File: config.mk
export PLATFORM = sky130hd
export DESIGN_NAME = insn_seq
export DESIGN_NICKNAME = d
export VERILOG_FILES = /design/src/rtl/seq_pkg.sv /design/src/rtl/seq_decode.sv /design/src/rtl/seq_regfile.sv /design/src/rtl/insn_seq.sv
export SDC_FILE = /design/constraint.sdc
export NUM_CORES = 1
export LEC_CHECK = 0
export ABC_AREA = 1
export BUFFER_PORTS_ARGS = -buffer_cell sky130_fd_sc_hd__buf_2
export CAP_MARGIN = 20
export CELL_PAD_IN_SITES_DETAIL_PLACEMENT = 1
export CELL_PAD_IN_SITES_GLOBAL_PLACEMENT = 1
export CORE_ASPECT_RATIO = 0.7
export CORE_MARGIN = 3
export CORE_UTILIZATION = 25
export CTS_BUF_LIST = sky130_fd_sc_hd__clkbuf_4 sky130_fd_sc_hd__clkbuf_8
export CTS_CLUSTER_DIAMETER = 50
export DETAILED_ROUTE_END_ITERATION = 12
export GPL_ROUTABILITY_DRIVEN = 0
export PLACE_DENSITY_LB_ADDON = 0.1
export SETUP_SLACK_MARGIN = 0.4
export SKIP_LAST_GASP = 1
export SLEW_MARGIN = 20
export SYNTH_ARGS = -nofsm -noshare
export SYNTH_HDL_FRONTEND = slang
export SYNTH_SLANG_ARGS = --single-unit
File: constraint.sdc
create_clock -name clk -period 2.97 [get_ports clk]
set_clock_uncertainty 0.15 [all_clocks]
set_input_delay 0.4455 -clock clk [delete_from_list [all_inputs] [get_ports clk]]
set_output_delay 0.4455 -clock clk [all_outputs]
set_load 0.01 [all_outputs]
File: src/rtl/seq_pkg.sv
package seq_pkg;
    typedef enum logic [1:0] {
        CYC_NONE  = 2'b00,
        CYC_WRITE = 2'b01,
        CYC_READ  = 2'b10,
        CYC_FETCH = 2'b11
    } cyc_kind_e;

    typedef enum logic [1:0] {
        PH_FETCH,
        PH_RD_LO,
        PH_RD_HI,
        PH_WRITE
    } phase_e;

    typedef enum logic [2:0] {
        OP_NOP,
        OP_MOV,
        OP_MVI,
        OP_LXI,
        OP_STA,
        OP_JMP
    } op_class_e;

    typedef struct packed {
        op_class_e  cls;
        logic [2:0] dst;
        logic [2:0] src;
        logic [2:0] pair_hi;
        logic [2:0] pair_lo;
    } dec_t;

    localparam logic [2:0] REG_MEM = 3'd6;
    localparam logic [2:0] REG_ACC = 3'd7;
    localparam logic [7:0] OPC_STORE_ACC = 8'h32;
    localparam logic [7:0] OPC_JUMP = 8'hC3;
    localparam logic [7:0] OPC_HALT_SLOT = 8'h76;
    localparam int T_FETCH = 4;
    localparam int T_MEMCYC = 3;
endpackage

File: src/rtl/seq_decode.sv
module seq_decode
    import seq_pkg::*;
(
    input  logic [7:0] opcode,
    output dec_t       dec
);
    logic [2:0] f_dst;
    logic [2:0] f_src;
    logic [1:0] f_pair;

    always_comb begin
        f_dst  = opcode[5:3];
        f_src  = opcode[2:0];
        f_pair = opcode[5:4];
        dec.dst     = f_dst;
        dec.src     = f_src;
        dec.pair_hi = {f_pair, 1'b0};
        dec.pair_lo = {f_pair, 1'b1};
        dec.cls     = OP_NOP;
        if (opcode == OPC_STORE_ACC) begin
            dec.cls = OP_STA;
        end else if (opcode == OPC_JUMP) begin
            dec.cls = OP_JMP;
        end else if (opcode[7:6] == 2'b01) begin
            if (opcode != OPC_HALT_SLOT && f_dst != REG_MEM && f_src != REG_MEM)
                dec.cls = OP_MOV;
        end else if (opcode[7:6] == 2'b00) begin
            if (f_src == 3'b110 && f_dst != REG_MEM)
                dec.cls = OP_MVI;
            else if (opcode[3:0] == 4'b0001 && f_pair != 2'b11)
                dec.cls = OP_LXI;
        end
    end
endmodule

File: src/rtl/seq_regfile.sv
module seq_regfile #(
    parameter int NREG = 8,
    parameter int DW   = 8,
    parameter int ACC  = 7,
    localparam int IW  = $clog2(NREG)
) (
    input  logic          clk,
    input  logic          rst_n,
    input  logic          we,
    input  logic [IW-1:0] widx,
    input  logic [DW-1:0] wdata,
    input  logic [IW-1:0] ridx,
    output logic [DW-1:0] rdata,
    output logic [DW-1:0] acc
);
    logic [DW-1:0] cells [NREG];

    for (genvar g = 0; g < NREG; g++) begin : g_cell
        logic [DW-1:0] cell_q;
        always_ff @(posedge clk or negedge rst_n) begin
            if (!rst_n)
                cell_q <= '0;
            else if (we && widx == IW'(g))
                cell_q <= wdata;
        end
        assign cells[g] = cell_q;
    end

    assign rdata = cells[ridx];
    assign acc   = cells[ACC];
endmodule

File: src/rtl/insn_seq.sv
module insn_seq
    import seq_pkg::*;
#(
    parameter int AW = 16,
    parameter int DW = 8,
    parameter int TW = 32
) (
    input  logic          clk,
    input  logic          rst_n,
    output logic          req_valid,
    output logic [1:0]    req_kind,
    output logic [AW-1:0] req_addr,
    output logic [DW-1:0] req_wdata,
    input  logic          rsp_done,
    input  logic [DW-1:0] rsp_data,
    output logic          upd_we,
    output logic [2:0]    upd_idx,
    output logic [DW-1:0] upd_data,
    output logic [AW-1:0] pc,
    output logic [TW-1:0] tstate_cnt
);
    localparam int NREG = 8;
    localparam int OPW  = 2 * DW;

    typedef struct packed {
        logic          vld;
        phase_e        ph;
        logic [AW-1:0] pc;
        logic [DW-1:0] ir;
        logic [DW-1:0] lo;
        logic [AW-1:0] wa;
        logic [TW-1:0] tc;
        logic          uwe;
        logic [2:0]    uidx;
        logic [DW-1:0] udat;
    } st_t;

    st_t st_q, st_d;
    dec_t dec;
    logic [7:0]    op_sel;
    logic          rf_we;
    logic [2:0]    rf_widx;
    logic [DW-1:0] rf_wdata;
    logic [DW-1:0] rf_rdata;
    logic [DW-1:0] rf_acc;
    logic [OPW-1:0] joined;

    assign op_sel = 8'((st_q.ph == PH_FETCH) ? rsp_data : st_q.ir);
    assign joined = {rsp_data, st_q.lo};

    seq_decode u_dec (
        .opcode (op_sel),
        .dec    (dec)
    );

    seq_regfile #(.NREG(NREG), .DW(DW), .ACC(int'(REG_ACC))) u_rf (
        .clk   (clk),
        .rst_n (rst_n),
        .we    (rf_we),
        .widx  (rf_widx),
        .wdata (rf_wdata),
        .ridx  (dec.src),
        .rdata (rf_rdata),
        .acc   (rf_acc)
    );

    always_comb begin
        st_d     = st_q;
        st_d.vld = 1'b1;
        rf_we    = 1'b0;
        rf_widx  = dec.dst;
        rf_wdata = rsp_data;
        if (st_q.vld && rsp_done) begin
            unique case (st_q.ph)
                PH_FETCH: begin
                    st_d.ir = rsp_data;
                    st_d.pc = st_q.pc + 1'b1;
                    st_d.tc = st_q.tc + TW'(T_FETCH);
                    case (dec.cls)
                        OP_MOV: begin
                            rf_we    = 1'b1;
                            rf_wdata = rf_rdata;
                        end
                        OP_MVI, OP_LXI, OP_STA, OP_JMP: st_d.ph = PH_RD_LO;
                        default: st_d.ph = PH_FETCH;
                    endcase
                end
                PH_RD_LO: begin
                    st_d.pc = st_q.pc + 1'b1;
                    st_d.tc = st_q.tc + TW'(T_MEMCYC);
                    st_d.lo = rsp_data;
                    st_d.ph = PH_RD_HI;
                    case (dec.cls)
                        OP_MVI: begin
                            rf_we   = 1'b1;
                            st_d.ph = PH_FETCH;
                        end
                        OP_LXI: begin
                            rf_we   = 1'b1;
                            rf_widx = dec.pair_lo;
                        end
                        default: ;
                    endcase
                end
                PH_RD_HI: begin
                    st_d.pc = st_q.pc + 1'b1;
                    st_d.tc = st_q.tc + TW'(T_MEMCYC);
                    st_d.ph = PH_FETCH;
                    case (dec.cls)
                        OP_LXI: begin
                            rf_we   = 1'b1;
                            rf_widx = dec.pair_hi;
                        end
                        OP_STA: begin
                            st_d.wa = AW'(joined);
                            st_d.ph = PH_WRITE;
                        end
                        OP_JMP: st_d.pc = AW'(joined);
                        default: ;
                    endcase
                end
                PH_WRITE: begin
                    st_d.tc = st_q.tc + TW'(T_MEMCYC);
                    st_d.ph = PH_FETCH;
                end
                default: st_d.ph = PH_FETCH;
            endcase
        end
        st_d.uwe  = rf_we;
        st_d.uidx = rf_widx;
        st_d.udat = rf_wdata;
    end

    always_ff @(posedge clk or negedge rst_n) begin
        if (!rst_n) begin
            st_q    <= '0;
            st_q.ph <= PH_FETCH;
        end else begin
            st_q <= st_d;
        end
    end

    always_comb begin
        req_valid = st_q.vld;
        req_kind  = CYC_NONE;
        if (st_q.vld) begin
            unique case (st_q.ph)
                PH_FETCH:           req_kind = CYC_FETCH;
                PH_RD_LO, PH_RD_HI: req_kind = CYC_READ;
                PH_WRITE:           req_kind = CYC_WRITE;
                default:            req_kind = CYC_NONE;
            endcase
        end
        req_addr  = (st_q.ph == PH_WRITE) ? st_q.wa : st_q.pc;
        req_wdata = rf_acc;
    end

    assign upd_we     = st_q.uwe;
    assign upd_idx    = st_q.uidx;
    assign upd_data   = st_q.udat;
    assign pc         = st_q.pc;
    assign tstate_cnt = st_q.tc;
endmodule

# ---- Word level (Yosys, flattened, before mapping)
# Cells that the tools add are included.
# W data, S select, Z words.
dict set report word_totals {
  out_inout_bits 87
  input_bits 11
  wordCells 107
  regBits 159
}
dict set report classes {
  n_eq_ne 25
  n_reduce_logical 26
  addsub 3
  muxes 33
  n_lt_le_gt_ge 1
  bitwise 1
}
# operator n
set ops {}
lappend ops {{$pmux W32 S2} 1}
lappend ops {{$mux W8} 6}
lappend ops {{$add A32 B2 Y32 const B} 1}
lappend ops {{$add A32 B3 Y32 const B} 1}
lappend ops {{$mux W16} 2}
lappend ops {{$pmux W16 S2} 1}
lappend ops {{$bmux W8 S3} 1}
lappend ops {{$eq A3 B3 Y1 const B} 7}
lappend ops {{$add A16 B1 Y16 const B} 1}
lappend ops {{$mux W3} 5}
lappend ops {{$logic_and A1 B1 Y1} 13}
lappend ops {{$eq A3 B2 Y1 const B} 4}
lappend ops {{$eq A8 B6 Y1 const B} 1}
lappend ops {{$eq A8 B8 Y1 const B} 1}
lappend ops {{$mux W1} 8}
lappend ops {{$mux W2} 4}
lappend ops {{$ne A8 B7 Y1 const B} 1}
lappend ops {{$pmux W2 S4} 1}
lappend ops {{$eq A3 B1 Y1 const B} 2}
lappend ops {{$ne A3 B3 Y1 const B} 2}
lappend ops {{$pmux W2 S3} 1}
lappend ops {{$reduce_and A2 Y1} 3}
lappend ops {{$reduce_or A2 Y1} 3}
lappend ops {{$eq A2 B1 Y1 const B} 2}
lappend ops {{14 further kinds} 17}

# ---- Longest topological paths before layout
dict set report logic_depth {
  depth_word 16
  ltp_mapped 17
  ltp_nobuf 15
}

# ---- Cells and area by module
# A second synthesis with hierarchy kept.
dict set report hier_totals {
  hier_cells 1204
  area_unflattened_um2 9087.5
}
# module cells_each instances area_each_um2 seq_area_each_um2
set by_module_without_submodules {}
lappend by_module_without_submodules {insn_seq 719 1 5669.2 2377.3}
lappend by_module_without_submodules {seq_regfile 439 1 3189.3 1601.5}
lappend by_module_without_submodules {seq_decode 46 1 229.0 0.0}

# ---- Worst setup path after synthesis
# Ideal clock, no wire load.
dict set report synth_path {
  path_type {register to register}
  from {reg st_q[92] (netlist name)}
  to {reg u_rf.g_cell[5].cell_q[7]}
  required_time_ns 2.700
  setup_slack_ns 0.592
  path_stages_with_launch 18
  path_buffers 3
  period_less_slack_ns 2.378
  arrival_time_ns 2.108
  setup_time_ns 0.120
  cell_sequence {dfrtp_1 > inv_1 > ha_1 > inv_2 > buf_6 > nand2_2 > nand2_2 > nand2_2 > nor2_4 > nand2_2 > nand2_1 > nand2_1 > nand3_2 > nand2_4 > buf_8 > buf_6 > o21ai_2 > nand2_1}
}
dict set report synth_between {
  elab_chain_len 16
  elab_cells_between_ends 47
  classes_between {eq/ne (15); mux (23); bitwise (1); reduce/logical (8)}
}
# item line
set synth_lines {}
lappend synth_lines {{start: declaration} insn_seq.sv:38} ;# st_t st_q, st_d;
lappend synth_lines {{start signal: assignment} insn_seq.sv:139} ;# st_q <= st_d;
lappend synth_lines {{$logic_not A2 Y1} {insn_seq.sv:48, insn_seq.sv:74}}
lappend synth_lines {{$mux W8} --}
lappend synth_lines {{$eq A4 B1 Y1 or $ne A2 B2 Y1 (tied branches)} seq_decode.sv:30} ;# else if (opcode[3:0] == 4'b0001 && f_pair != 2'b11)
lappend synth_lines {{$logic_and A1 B1 Y1} seq_decode.sv:30}
lappend synth_lines {{$mux W2} seq_decode.sv:30}
lappend synth_lines {{$mux W3} seq_decode.sv:28} ;# if (f_src == 3'b110 && f_dst != REG_MEM)
lappend synth_lines {{$mux W3} seq_decode.sv:27} ;# end else if (opcode[7:6] == 2'b00) begin
lappend synth_lines {{$mux W3} seq_decode.sv:24} ;# end else if (opcode[7:6] == 2'b01) begin
lappend synth_lines {{$mux W3} seq_decode.sv:22} ;# end else if (opcode == OPC_JUMP) begin
lappend synth_lines {{$mux W3} seq_decode.sv:20} ;# if (opcode == OPC_STORE_ACC) begin
lappend synth_lines {{$eq A3 B2 Y1, on equally long branches} {insn_seq.sv:93, insn_seq.sv:109}}
lappend synth_lines {{$mux W1 (tied with other cells)} insn_seq.sv:109} ;# case (dec.cls)
lappend synth_lines {{$pmux W1 S2 or $mux W1 (tied branches)} {insn_seq.sv:74, insn_seq.sv:93}}
lappend synth_lines {{$mux W1 or $pmux W1 S3 (tied branches)} {insn_seq.sv:73, insn_seq.sv:74}}
lappend synth_lines {{$eq A3 B3 Y1 or $mux W1 (tied branches)} {seq_regfile.sv:23, insn_seq.sv:73}}
lappend synth_lines {{$logic_and A1 B1 Y1} seq_regfile.sv:23} ;# else if (we && widx == IW'(g))
lappend synth_lines {{end signal: assignment} seq_regfile.sv:24} ;# cell_q <= wdata;
lappend synth_lines {{end: declaration} seq_regfile.sv:19} ;# logic [DW-1:0] cell_q;
# Parallel ways exist; a longest one is shown, timed or not. The select of a mux whose other input is x is not followed.
# A chain may end at the register's enable or synchronous reset.

# ---- Worst setup path in the final report
dict set report layout_path {
  from {reg st_q[93] (netlist name)}
  to {reg u_rf.g_cell[0].cell_q[1]}
}
dict set report layout_between {
  elab_chain_len 16
  elab_cells_between_ends 47
  classes_between {eq/ne (14); mux (23); bitwise (1); reduce/logical (9)}
}
# item line
set layout_lines {}
lappend layout_lines {{$logic_not A2 Y1} {insn_seq.sv:48, insn_seq.sv:74}}
lappend layout_lines {{$mux W8} --}
lappend layout_lines {{$eq A4 B1 Y1 or $ne A2 B2 Y1 (tied branches)} seq_decode.sv:30}
lappend layout_lines {{$logic_and A1 B1 Y1} seq_decode.sv:30}
lappend layout_lines {{$mux W2} seq_decode.sv:30}
lappend layout_lines {{$mux W3} seq_decode.sv:28}
lappend layout_lines {{$mux W3} seq_decode.sv:27}
lappend layout_lines {{$mux W3} seq_decode.sv:24}
lappend layout_lines {{$mux W3} seq_decode.sv:22}
lappend layout_lines {{$mux W3} seq_decode.sv:20}
lappend layout_lines {{$eq A3 B2 Y1, on equally long branches} {insn_seq.sv:93, insn_seq.sv:109}}
lappend layout_lines {{$mux W1 (tied with other cells)} insn_seq.sv:109}
lappend layout_lines {{$pmux W1 S2 or $mux W1 (tied branches)} {insn_seq.sv:74, insn_seq.sv:93}}
lappend layout_lines {{$mux W1 or $pmux W1 S3 (tied branches)} {insn_seq.sv:73, insn_seq.sv:74}}
lappend layout_lines {{$logic_not A3 Y1 or $mux W1 (tied branches)} {seq_regfile.sv:23, insn_seq.sv:73}}
lappend layout_lines {{$logic_and A1 B1 Y1} seq_regfile.sv:23}
lappend layout_lines {{end signal: assignment} seq_regfile.sv:24}
lappend layout_lines {{end: declaration} seq_regfile.sv:19}
# Parallel ways exist; a longest one is shown, timed or not. The select of a mux whose other input is x is not followed.

==> flow_summary.toml <==
[grt]
busiest_layer = "met1"
use_met3_pct = 3.39
grt_overflow_total = 0
gr-usage-met2_pct = 23.3
antenna_found_initial = 0
met1_usage_pct = 26.4
grt_pass1_wl_mm = 50.9
grt_max_degree = 45
grt_usage_pct = 16.8
grt_pass1_vias = 8091

[power_and_ir_drop]
cellLeakagePower_nw = 5.93
pwr_density_cell_nw_per_um2 = 852
ir_drop_v = 0.000372

[die]
num_io_pins = 98
die_w_um = 236
start_util_pct = 25.5
dieArea_sq_um = 39300
floorplan.rows = 58
die-height_um = 167
core_area_sq_um = 36100

[finish]
regArea_sq_um = 3980
postLayoutCoreUtil_pct = 32.4
antenna_cells = 0
multi_input_area_sq_um = 4550
layout-drive-gt1-share_pct = 27.7
num-fill-cells = 4277
instances_no_fill = 1800
syn2layout_area_growth_pct = 27.1
fin_nets = 1327

[placement]
numPortBuffers = 97
dpl.hpwl_mm = 23.0
dp.cells = 1705
dpl_worst_slack_ns = 0.0787

[logic_synthesis]
synth_largest_area_cell = "dfrtp_1"
synth_cell_type_count = 40
syn_area_per_cell_sq_um = 7.79
netlist_instances = 1183
ys_ff_latch = 159
synth_edf_count = 0
async_reset_ff_share_pct = 100
syn_nets = 1202
yosysWarnings = 0
synth_area_sq_um = 9220
yosysSeqAreaShare_pct = 43.1
synthTopCellsByArea = "dfrtp_1, nand2_1, nand3_1, o21ai_0, buf_4"
synthFlopType = "dfrtp_1"
synth.top_cell.area_share_pct = 43.1

[route]
drtPass1Iterations = 5
routed_wl_mm = 34.5
via_per_inst = 4.50
vias = 8106
drc_errors = 0
drt_iter0_drc = 505
wire_per_inst_um = 19.2
ant_nets = 0

[sta]
rsz0062_at_grt = "true"
hold_viol_final = 0
fin_ws_ns = 0.397
finalSetupViolCount = 0
period_share_pct = 86.6
fin_crit_ns = 2.57
worst_pin_slew_ns = 0.723
finalMaxSlewViolations = 0
tns_ns = 0
holdWs_ns = 0.205
max_slew_margin_pct = 51.7
max_freq_mhz = 389

[critical_path]
rr_worst_depth = 16
cp_max_fo = 8
cp-end-kind = "flop"
cp_common_cell = "nand2_4"
required_ns = 3.25
start_kind = "flop"
arrival_ns = 2.85
path_class = "reg -> reg"
path_cells = "inv_2 -> ha_4 -> buf_12 -> nand2_4 -> nand2_4 -> nand2_4 -> nor2_4 -> nand2_4 -> nand2_4 -> nand2_4 -> nand3_4 -> nand2_8 -> buf_16 -> nor2_4 -> nand2_1 -> nand2_1"
cpPeakStageDelay_ns = 0.40
cp_slowest_cell = "dfrtp_1"

[status]
outcome = "finished clean"

[clocking]
clk_pin_slew_ns = 0.08
cts_buffers = 17
cts-root-buf = "clkbuf_8"
cts_sinks = 159
htreeDepth = 4
insertion_delay_ns = 0.50
cts_tree = "built"
clockBufferDepth = 2

[job]
cap_violations = 0

[hold_path]
hp-class = "in -> reg"
whs_path_depth = 3
worst max-delay path: cells and delay by family (launching register included):
family | cells | cell delay, ns
buffers and inverters | 3 | 0.47
adders and majority gates | 1 | 0.22
DFF | 1 | 0.40
and+or+nand+nor | 12 | 1.25
placed cells by master (no fill, tap or decap), drive strengths merged:
cell         synthesis  final
nor3b                1      1
nand3              114    114
clkinvlp             0      7
or2                  1      1
xor2                28     28
inv                120    118
xnor2               15     15
bufinv               0      1
clkbuf              16     29
clkinv               1      4
nor3                19     19
conb                 1      1
buf                 80    193
a21oi                6      6
dlygate4sd3          0      1
nor4                 1      1
a31oi                1      1
o2111ai              2      2
nand3b               3      3
o211ai               2      2
mux2                 4      4
nor2                69     70
nand4               19     19
ha                   8      8
o21ai              112    112
dfrtp              159    159
nand2              401    401
report_power, final:
part	leakage, nW	internal, mW	switching (mW)
Clock	0.178	0.752	0.896
Combinational	3.63	2.02	3.31
Sequential	2.12	2.65	0.351
cell type report:
cell class / count / share of cell area, %
inverters: 121 / 4.11
multi-input cells: 808 / 38.8
clock inverters: 9 / 0.726
repair buffers: 201 / 14.7
flip-flops and latches: 159 / 33.9
clock buffers: 22 / 2.53
well taps: 480 / 5.12
flip-flops by register name (all words and copies together) (netlist names):
name	cells
u_rf.g_cell.cell_q	56
tstate_cnt	32
st_q	26
pc	16
joined	8
u_rf.acc	8
upd_data	8
upd_idx	3
req_valid	1
upd_we	1
Yosys cell counts (6+ instances only):
cell,instances
a21oi_1,6
buf_2,15
buf_4,59
clkbuf_1,16
dfrtp_1,159
ha_1,8
inv_1,116
nand2_1,378
nand2_2,14
nand2_4,8
nand3_1,107
nand4_1,14
nor2_1,51
nor2_4,15
nor3_1,17
o21ai_0,92
o21ai_1,10
o21ai_2,10
xnor2_1,15
xor2_1,28
worst paths after layout:
| check | from | to | slack (ns) |
|---|---|---|---|
| setup / recovery | st_q[93] | u_rf.g_cell[0].cell_q[1] | 0.40 |
| max in group asynchronous | rst_n | pc[12] | 1.71 |
| setup reg to reg | st_q[93] | u_rf.g_cell[0].cell_q[1] | 0.40 |
| hold reg to reg | u_rf.g_cell[1].cell_q[5] | u_rf.g_cell[1].cell_q[5] | 0.34 |
| min in group asynchronous | rst_n | u_rf.g_cell[5].cell_q[2] | 0.30 |
| hold / removal | rsp_data[7] | st_q[59] | 0.21 |
metal layers:
| metal | part of all wire (%) | vias to the layer above | wire length (um) |
|---|---|---|---|
| li1 | - | 3957 | - |
| met1 | 54 | 4005 | 18600 |
| met2 | 42 | 123 | 14400 |
| met3 | 3.4 | 21 | 1160 |
| met4 | 0.83 | 0 | 286 |
| met5 | 0 | - | 0 |
what timing repair did:
action	4_1_cts	5_1_grt
pin swaps	5	45
hold buffers	1	0
cloned	3	10
endpoints found under the setup margin	101	113
buffers inserted	5	45
hold endpoints to repair	39	0
gates resized for setup	23	114
through the flow:
stage | area, sq um | power [mW]
finish | 11700 | 9.98
global route | 11700 | 10.7
CTS | 10700 | 8.91
detailed placement | 10100 | 6.97
global placement | 10100 | 6.98
floorplan | 9220 | 5.59
kinds of logic (layout without fill, tap and decap cells):
logic type               Yosys count  in the layout  share of synthesized area, %
AND/OR/NAND/NOR                  628            629                          32.0
buffers and inverters            217            353                          12.0
flip-flops                       159            159                          43.1
AO/OA/AOI/OAI                    123            123                          7.23
XOR/XNOR                          43             43                          4.08
adder cells (fa/ha/maj)            8              8                          1.09
multiplexers                       4              4                         0.488
other                              1              1                        0.0407
Power figures use the tool's default switching activity.
